[src/rtl/dram_idle_pm.sv]
module dram_idle_pm #(
  parameter int THR_W    = 16,
  parameter int SCALE_SH = 10
) (
  input  logic             clk,
  input  logic             rst_n,
  input  logic             bus_busy,
  input  logic             mem_is_lp4,
  input  logic [THR_W-1:0] pd_thr,
  input  logic [THR_W-1:0] sr_thr,
  input  logic [THR_W-1:0] srg_thr,
  input  logic [THR_W-1:0] srpd_thr,
  input  logic [THR_W-1:0] stby_thr,
  input  logic             entry_ack,
  input  logic             exit_ack,
  output logic [2:0]       lp_state,
  output logic             pd_req,
  output logic             sr_req,
  output logic             srpd_req,
  output logic             ctrl_clk_en,
  output logic             phy_clk_en,
  output logic             dram_clk_en
);
  localparam int CNT_W = THR_W + SCALE_SH;
  localparam logic [2:0] ST_ACT = 3'd0, ST_PD = 3'd1, ST_SR = 3'd2,
                         ST_SRG = 3'd3, ST_SRPD = 3'd4, ST_STBY = 3'd5;
  localparam logic [1:0] PH_SET = 2'd0, PH_ENT = 2'd1, PH_UNG = 2'd2, PH_EXT = 2'd3;

  logic [CNT_W-1:0] idle_cnt;
  logic [2:0]       cur, tgt;
  logic [1:0]       ph;
  logic             wake;
  logic             pd_hit, sr_hit, srg_hit, srpd_hit, stby_hit;

  always_ff @(posedge clk or negedge rst_n)
    if (!rst_n)              idle_cnt <= '0;
    else if (bus_busy)       idle_cnt <= '0;
    else if (idle_cnt != '1) idle_cnt <= idle_cnt + 1'b1;

  assign pd_hit   = (|pd_thr)   && idle_cnt >= {{SCALE_SH{1'b0}}, pd_thr};
  assign stby_hit = (|stby_thr) && idle_cnt >= {{SCALE_SH{1'b0}}, stby_thr};
  assign sr_hit   = (|sr_thr)   && idle_cnt >= {sr_thr, {SCALE_SH{1'b0}}};
  assign srg_hit  = (|srg_thr)  && idle_cnt >= {srg_thr, {SCALE_SH{1'b0}}};
  assign srpd_hit = mem_is_lp4 && (|srpd_thr) && idle_cnt >= {srpd_thr, {SCALE_SH{1'b0}}};

  always_comb begin
    if (stby_hit)      tgt = ST_STBY;
    else if (srpd_hit) tgt = ST_SRPD;
    else if (srg_hit)  tgt = ST_SRG;
    else if (sr_hit)   tgt = ST_SR;
    else if (pd_hit)   tgt = ST_PD;
    else               tgt = ST_ACT;
  end

  always_ff @(posedge clk or negedge rst_n)
    if (!rst_n) begin
      cur  <= ST_ACT;
      ph   <= PH_SET;
      wake <= 1'b0;
    end else begin
      if (bus_busy && cur != ST_ACT) wake <= 1'b1;
      case (ph)
        PH_SET:
          if (cur != ST_ACT && (wake || bus_busy)) ph <= PH_UNG;
          else if (!bus_busy && tgt > cur) begin
            cur <= tgt;
            ph  <= PH_ENT;
          end
        PH_ENT: if (entry_ack) ph <= PH_SET;
        PH_UNG: ph <= PH_EXT;
        default:
          if (exit_ack) begin
            cur  <= ST_ACT;
            ph   <= PH_SET;
            wake <= 1'b0;
          end
      endcase
    end

  logic req_on, gated;
  assign req_on      = ph != PH_EXT;
  assign gated       = ph == PH_SET;
  assign lp_state    = cur;
  assign pd_req      = req_on && cur == ST_PD;
  assign sr_req      = req_on && (cur == ST_SR || cur == ST_SRG || cur == ST_STBY);
  assign srpd_req    = req_on && cur == ST_SRPD;
  assign ctrl_clk_en = !(gated && (cur == ST_SRG || cur == ST_STBY));
  assign phy_clk_en  = !(gated && cur == ST_STBY);
  assign dram_clk_en = !(gated && cur == ST_STBY);
endmodule


[config.mk]
export PLATFORM = sky130hd
export DESIGN_NAME = dram_idle_pm
export DESIGN_NICKNAME = d
export VERILOG_FILES = /design/src/rtl/dram_idle_pm.sv
export SDC_FILE = /design/constraint.sdc
export NUM_CORES = 1
export LEC_CHECK = 0
export ABC_AREA = 1
export CAP_MARGIN = 20
export CELL_PAD_IN_SITES_DETAIL_PLACEMENT = 1
export CELL_PAD_IN_SITES_GLOBAL_PLACEMENT = 1
export CORE_AREA = 2 2 117 119
export CTS_CLUSTER_DIAMETER = 200
export DETAILED_ROUTE_END_ITERATION = 7
export DIE_AREA = 0 0 119 121
export DONT_BUFFER_PORTS = 1
export PLACE_DENSITY_LB_ADDON = 0.1
export SLEW_MARGIN = 25
export SYNTH_ARGS = -nofsm -noshare
export SYNTH_HDL_FRONTEND = slang
export SYNTH_SLANG_ARGS = --single-unit
[constraint.sdc]
create_clock -name clk -period 4.7 [get_ports clk]
set_input_delay 0.94 -clock clk [delete_from_list [all_inputs] [get_ports clk]]
set_output_delay 0.94 -clock clk [all_outputs]
set_load 0.1 [all_outputs]
==> impl_metrics.tcl, run 1 <==
set metrics [dict create \
    n_fill_cell 1716 \
    clockBufferDepth 2 \
    dp_hpwl_um 12100 \
    grt.total_usage 0.211 \
    antenna_found_initial 0 \
    io-pin-count 95 \
    cp.required_ns 4.90 \
    slew_headroom 0.294 \
    avgSynthCellArea_um2 6.51 \
    ctsHtreeMaxLevel 2 \
    postSynth.asyncResetShare 1.00 \
    clk_latency_ns 0.28 \
    start_util 0.346 \
    grt_pass1_wl_um 24200 \
    critPathLaunchType "flip-flop" \
    synthDistinctLibCells 41 \
    slew_violations 0 \
    total_power_mw 0.848 \
    path_max_fanout 8 \
    r2r_cells 20 \
    synth_edf_count 0 \
    dr.pass1.iters 4 \
    ys_ff_latch 32 \
    p_leak_nw 2.79 \
    worstMarginPinSlew_ns 1.06 \
    synth_top_cell_area_share 0.246 \
    finalSetupTns_ns 0 \
    clock_skew_ns 0.00513 \
    path_clk_slew_ns 0.06 \
    die_h_um 121 \
    fin_crit_ns 3.43 \
    power_density_nw_per_um2 172 \
    dieWidth_um 119 \
    synthCells 696 \
    root_buffer "clkbuf_16" \
    grt_setup_unrepaired "no" \
    yosysSeqAreaShare 0.177 \
    outcome "finished, final reports clean" \
    grt_max_degree 33 \
    final_common_cell "nand2_1" \
    syn-cell-area_um2 4530 \
    final-hold-violation-count 0 \
    antennaDiodeCount 0 \
    yosys.area.top_type "ha_1" \
    wl_um 14700 \
    route.antenna.remaining_nets 0 \
    grt-ovfl-total 0 \
    ctsResizeCount 0 \
    layout-drive-gt1-share 0.0541 \
    route.detailed.drc 0 \
    max_cap_violations 0 \
    vdd_drop_max_mv 0.124 \
    cts_setup_buffers 0 \
    num_rows 42 \
    arrival_ns 3.64 \
    design_area_um2 4930 \
    cts_made_buffers 5 \
    hp-class "input port to async pin" \
    finalCritPeriodShare 0.730 \
    vias 4602 \
    synthFlopType "dfrtp_1" \
    cts_sinks 32 \
    grt_pass1_vias 4854 \
    vias_per_cell 5.24 \
    multi_input_area_um2 3170 \
    seq_area_um2 801 \
    final_nets 877 \
    die-area_um2 14400 \
    cts_hold_buf 0 \
    place_congestion 0.831 \
    portBuffers 0 \
    cp-end-kind "flip-flop" \
    syn_to_final_growth_pct 8.90 \
    drt_iter0_drc 173 \
    synth_warnings 0 \
    post_dp_cell_area_um2 4780 \
    final_cell_mix "nand2_1, inv_1, ha_1" \
    synth_area_leaders "ha_1, dfrtp_1, nand2_1, inv_1, nor2_1" \
    synth_fp_nets 871 \
    path_class "flip-flop to flip-flop" \
    coreArea_um2 13100 \
    max_freq_mhz 291 \
    setup_viol_count_final 0 \
    routedWlPerCell_um 16.7 \
    cts_tree "built" \
]
-- worst max-delay path, stage by stage (launching register included) --
cell and delay, ns:
dfrtp_1 0.70, ha_1 0.35, nand2_1 0.07, inv_1 0.03
o21ai_0 0.13, nand2_1 0.07, nand3b_1 0.08, nand3_1 0.07
nor2_1 0.10, nand2_1 0.06, nand2_1 0.15, nand2_1 0.13
a21oi_1 0.16, ha_1 0.27, nand2_1 0.07, nor2_1 0.04
a211oi_1 0.22, nor2_1 0.06, o21ai_0 0.36, nor3_1 0.10
a21oi_1 0.12
-- through the flow --
stage          worst slack (ns)  std cells  utilization  hold slack (ns)
6_report                   1.27        879        0.377            0.354
5_1_grt                   0.737        879        0.377            0.345
4_1_cts                    1.23        879        0.377            0.350
3_5_place_dp               1.05        871        0.366            0.502
3_3_place_gp               1.10        871        0.366            0.500
2_1_floorplan             0.330        696            -            0.478
-- report_power, final --
group	switching, mW	internal [mW]
Combinational	0.138	0.0777
Clock	0.124	0.209
Sequential	0.0119	0.288
-- sequential cells by signal, indices dropped and copies added (netlist names) --
name,flops
idle_cnt,26
wake,1
ph,2
lp_state,3
-- worst paths after layout --
path / slack (ns) / endpoint / startpoint
worst max-delay path: 1.27 / ph[1]$_DFFE_PN0P_ / idle_cnt[11]$_DFFE_PN0P_
max in group asynchronous: 4.26 / idle_cnt[2]$_DFFE_PN0P_ / rst_n
worst min register to register: 0.51 / wake$_DFF_PN0_ / wake$_DFF_PN0_
worst min-delay path: 0.35 / idle_cnt[12]$_DFFE_PN0P_ / rst_n
worst max register to register: 1.27 / ph[1]$_DFFE_PN0P_ / idle_cnt[11]$_DFFE_PN0P_
min in group clk: 0.51 / wake$_DFF_PN0_ / wake$_DFF_PN0_
-- final cells by class --
type | count | share of cell area
Tap cell | 176 | 0.0446
Timing Repair Buffer | 5 | 0.0112
Clock buffer | 6 | 0.0282
Inverter | 144 | 0.110
Clock inverter | 2 | 0.00203
Multi-Input combinational cell | 514 | 0.642
Sequential cell | 32 | 0.162
-- cell usage after synthesis, types with 4 or more instances --
cell type / instances
nor3_1: 18
or2_2: 5
ha_1: 89
a21oi_1: 40
inv_1: 142
nand4_1: 18
nand2_1: 146
dfrtp_1: 32
o21ai_0: 23
nor2_1: 73
nand3_1: 41
o31ai_1: 4
nor4_1: 21
-- metal layers --
metal / global-route usage / vias up / share of wire
met4: 0.0290 / 0 / 0.0076
li1: - / 2298 / -
met3: 0.0240 / 9 / 0.040
met2: 0.399 / 95 / 0.50
met1: 0.263 / 2200 / 0.45
met5: 0 / - / 0
-- logic make-up after synthesis --
logic type	after synthesis	synth area share
buf+inv	150	0.128
flops	32	0.177
simple gates	337	0.338
compound gates	85	0.106
fa+ha+maj	89	0.246
xor+xnor	3	0.00580
Note: power is estimated with default switching activity, not from simulation.
==> inputs of run 2 (changes only) <==
- ABC_AREA: 1 -> 0
- CORE_AREA: 2 2 117 119 -> 2 2 112 114
- DIE_AREA: 0 0 119 121 -> 0 0 114 116
- clock period: 4.7 -> 3.2 ns (I/O delays scaled with it)
==> run 2 against run 1 <==
Against the previous run: the flow now finishes with violations (setup timing); combinational power rose by 62%; highest routed layer unchanged; synthesized area fell by 9.4%; clock power increased by 50%; first-iteration DRC count fell by 49%; flip-flop and latch count stayed put.
==> impl_metrics.tcl, run 2 <==
set metrics [dict create \
    pwr-share-seq 0.345 \
    clockBufferDepth 2 \
    dr_wl_met2_um 7330 \
    crit_chain "buf_6, buf_4, ha_4, nand4_1, nor2_1, o311a_1, a31oi_4, nor3b_4, nor2_1, ha_1, buf_4, a31oi_4, o21ai_2, or3_4, a2bb2oi_2, o31ai_2" \
    worstMarginPinSlew_ns 0.606 \
    die-area_um2 13200 \
    postSynth.asyncResetShare 1.00 \
    failed_checks "setup timing" \
    synthFlopType "dfrtp_1" \
    largest_reg_flops 26 \
    route.detailed.drc 0 \
    arrival_ns 3.58 \
    hp-class "input port to async pin" \
    synth_warnings 0 \
    portBuffers 0 \
    slew_violations 0 \
    coreArea_um2 11900 \
    route.antenna.remaining_nets 0 \
    grt-ovfl-total 0 \
    ctsHtreeMaxLevel 2 \
    num_rows 40 \
    clkPwrFrac 0.386 \
    critPathLaunchType "flip-flop" \
    antennaDiodeCount 0 \
    grt_pass1_vias 4593 \
    outcome "finished with violations" \
    cp_top_family "compound AO/OA/AOI/OAI gates" \
    cpMaxStageDelayCell "dfrtp_2" \
    cp.required_ns 3.39 \
    synth_edf_count 0 \
    final_cell_mix "inv_1, buf_4, ha_1" \
    grt_pass1_wl_um 23000 \
    n_fill_cell 1427 \
    synth_common_cells "inv_1, ha_1, nor2_1" \
    top_register "idle_cnt" \
    post_dp_cell_area_um2 4960 \
    layout-drive-gt1-share 0.303 \
    max_cap_violations 0 \
    dieWidth_um 114 \
    yosysSeqAreaShare 0.195 \
    final_nets 792 \
    io-pin-count 95 \
    total_power_mw 1.29 \
    clock_skew_ns 0.00365 \
    cts_hold_buf 0 \
    met1Wirelength_um 6920 \
    synth_area_leaders "ha_1, dfrtp_1, inv_1, nand4_1, nor4_1" \
    synthCells 518 \
    slew_headroom 0.592 \
    avgSynthCellArea_um2 7.93 \
    die_h_um 116 \
    max_stage_delay_ns 0.45 \
    drt_iter0_drc 89 \
    cts_made_buffers 5 \
    comb_power_share 0.269 \
    place_congestion 0.857 \
    wl_um 15000 \
    synth_fp_nets 693 \
    p_leak_nw 2.91 \
    max_freq_mhz 295 \
    ys_ff_latch 32 \
    finalCritPeriodShare 1.06 \
    path_class "flip-flop to flip-flop" \
    design_area_um2 5790 \
    synthDistinctLibCells 51 \
    grt_setup_unrepaired "yes" \
    setup_viol_count_final 5 \
    power_switching_mw 0.394 \
    grt_max_degree 33 \
    root_buffer "clkbuf_16" \
    vias_per_cell 5.56 \
    syn_to_final_growth_pct 41.1 \
    synth_top_cell_area_share 0.271 \
    routedWlPerCell_um 19.6 \
    vias 4251 \
    cp-end-kind "flip-flop" \
    worst_slack_ns -0.194 \
    worst-path-buf-inv 3 \
    cell_internal_pwr_mw 0.898 \
    vdd_drop_max_mv 0.227 \
    switching_share 0.305 \
    path_max_fanout 4 \
    syn-cell-area_um2 4110 \
    dr.pass1.iters 4 \
    path_clk_slew_ns 0.05 \
    grt.total_usage 0.222 \
    clk_latency_ns 0.28 \
    start_util 0.345 \
    yosysMostFrequentCell "inv_1" \
    power_density_nw_per_um2 223 \
    final-hold-violation-count 0 \
    antenna_found_initial 0 \
    dp_hpwl_um 12000 \
    cts_sinks 32 \
    final_common_cell "inv_1" \
    cts_tree "built" \
    fin_crit_ns 3.39 \
    yosys.area.top_type "ha_1" \
    dr_wl_met3_um 592 \
    top_layer_used "met4" \
]
-- run 2: changes by cell type after synthesis, sizes merged, moves of 8 or more --
cell / previous run / this run
nor3: 20 / 4
nor4: 22 / 32
nand4: 19 / 34
xor2: 1 / 16
inv: 144 / 90
a21oi: 41 / 33
nand3: 43 / 17
nand2: 149 / 31
nor2: 75 / 43
-- run 2: worst reg2reg max path, stage by stage (launching register included) --
cell	delay [ns]
dfrtp_2	0.45
buf_6	0.15
buf_4	0.14
ha_4	0.21
nand4_1	0.09
nor2_1	0.05
o311a_1	0.36
a31oi_4	0.21
nor3b_4	0.26
nor2_1	0.09
ha_1	0.29
buf_4	0.15
a31oi_4	0.16
o21ai_2	0.08
or3_4	0.41
a2bb2oi_2	0.15
o31ai_2	0.07
-- run 2: final cells by class --
class                   instances  area (um^2)  area share
clock buffers                   7          153      0.0264
repair buffers                 98          806       0.139
flip-flops and latches         32          808       0.140
well taps                     147          184      0.0318
inverters                      90          340      0.0588
multi-input cells             390         3500       0.604
-- run 2: what timing repair did --
item	in CTS	in global routing
pin swaps	19	38
endpoints found under the hold margin	0	0
buffers inserted	5	16
resized for setup	36	55
setup endpoints to repair	5	5
-- run 2: logic make-up (layout without fill, tap and decap cells) --
| kind of cell | count (synthesis) | after routing | synth area share |
|---|---|---|---|
| AO/OA/AOI/OAI | 93 | 93 | 0.150 |
| multiplexers | 3 | 3 | 0.00823 |
| XOR/XNOR | 20 | 20 | 0.0427 |
| AND/OR/NAND/NOR | 185 | 185 | 0.244 |
| flip-flops | 32 | 32 | 0.195 |
| buffers and inverters | 96 | 195 | 0.0887 |
| adder cells (fa/ha/maj) | 89 | 89 | 0.271 |
-- run 2: power groups by stage --
stage	clock network, mW	logic [mW]	registers [mW]
after floorplan	0	0.218	0.448
after global placement	0	0.291	0.450
after detailed placement	0	0.303	0.453
after CTS	0.513	0.312	0.445
after global routing	0.534	0.395	0.449
final	0.498	0.348	0.445
-- run 2: per-stage QoR --
step	setup TNS (ns)	setup WS, ns	hold slack (ns)	cells	utilization
after floorplan	-0.624	-0.311	0.344	518	-
after global placement	-1.71	-0.401	0.346	736	0.416
after detailed placement	-2.26	-0.512	0.346	736	0.416
after CTS	-0.358	-0.118	0.0512	748	0.448
after global routing	-1.30	-0.325	0.0402	764	0.486
final	-0.608	-0.194	0.0554	764	0.486
-- run 2: per-layer routing --
layer / vias up / GRT usage
met5: - / 0
met4: 0 / 0.0358
met3: 9 / 0.0377
met2: 70 / 0.393
met1: 2104 / 0.290
li1: 2068 / -
-- run 2: final timing paths --
kind,startpoint,endpoint,slack (ns),depth (start not counted)
setup / recovery,idle_cnt[11]$_DFFE_PN0P_,lp_state[0]$_DFFE_PN0P_,-0.19,16
hold / removal,rst_n,lp_state[2]$_DFFE_PN0P_,0.06,0
setup reg to reg,idle_cnt[11]$_DFFE_PN0P_,lp_state[0]$_DFFE_PN0P_,-0.19,16
hold reg to reg,wake$_DFF_PN0_,wake$_DFF_PN0_,0.56,2
max in group asynchronous,rst_n,idle_cnt[12]$_DFFE_PN0P_,3.05,0
min in group clk,bus_busy,idle_cnt[23]$_DFFE_PN0P_,0.44,1
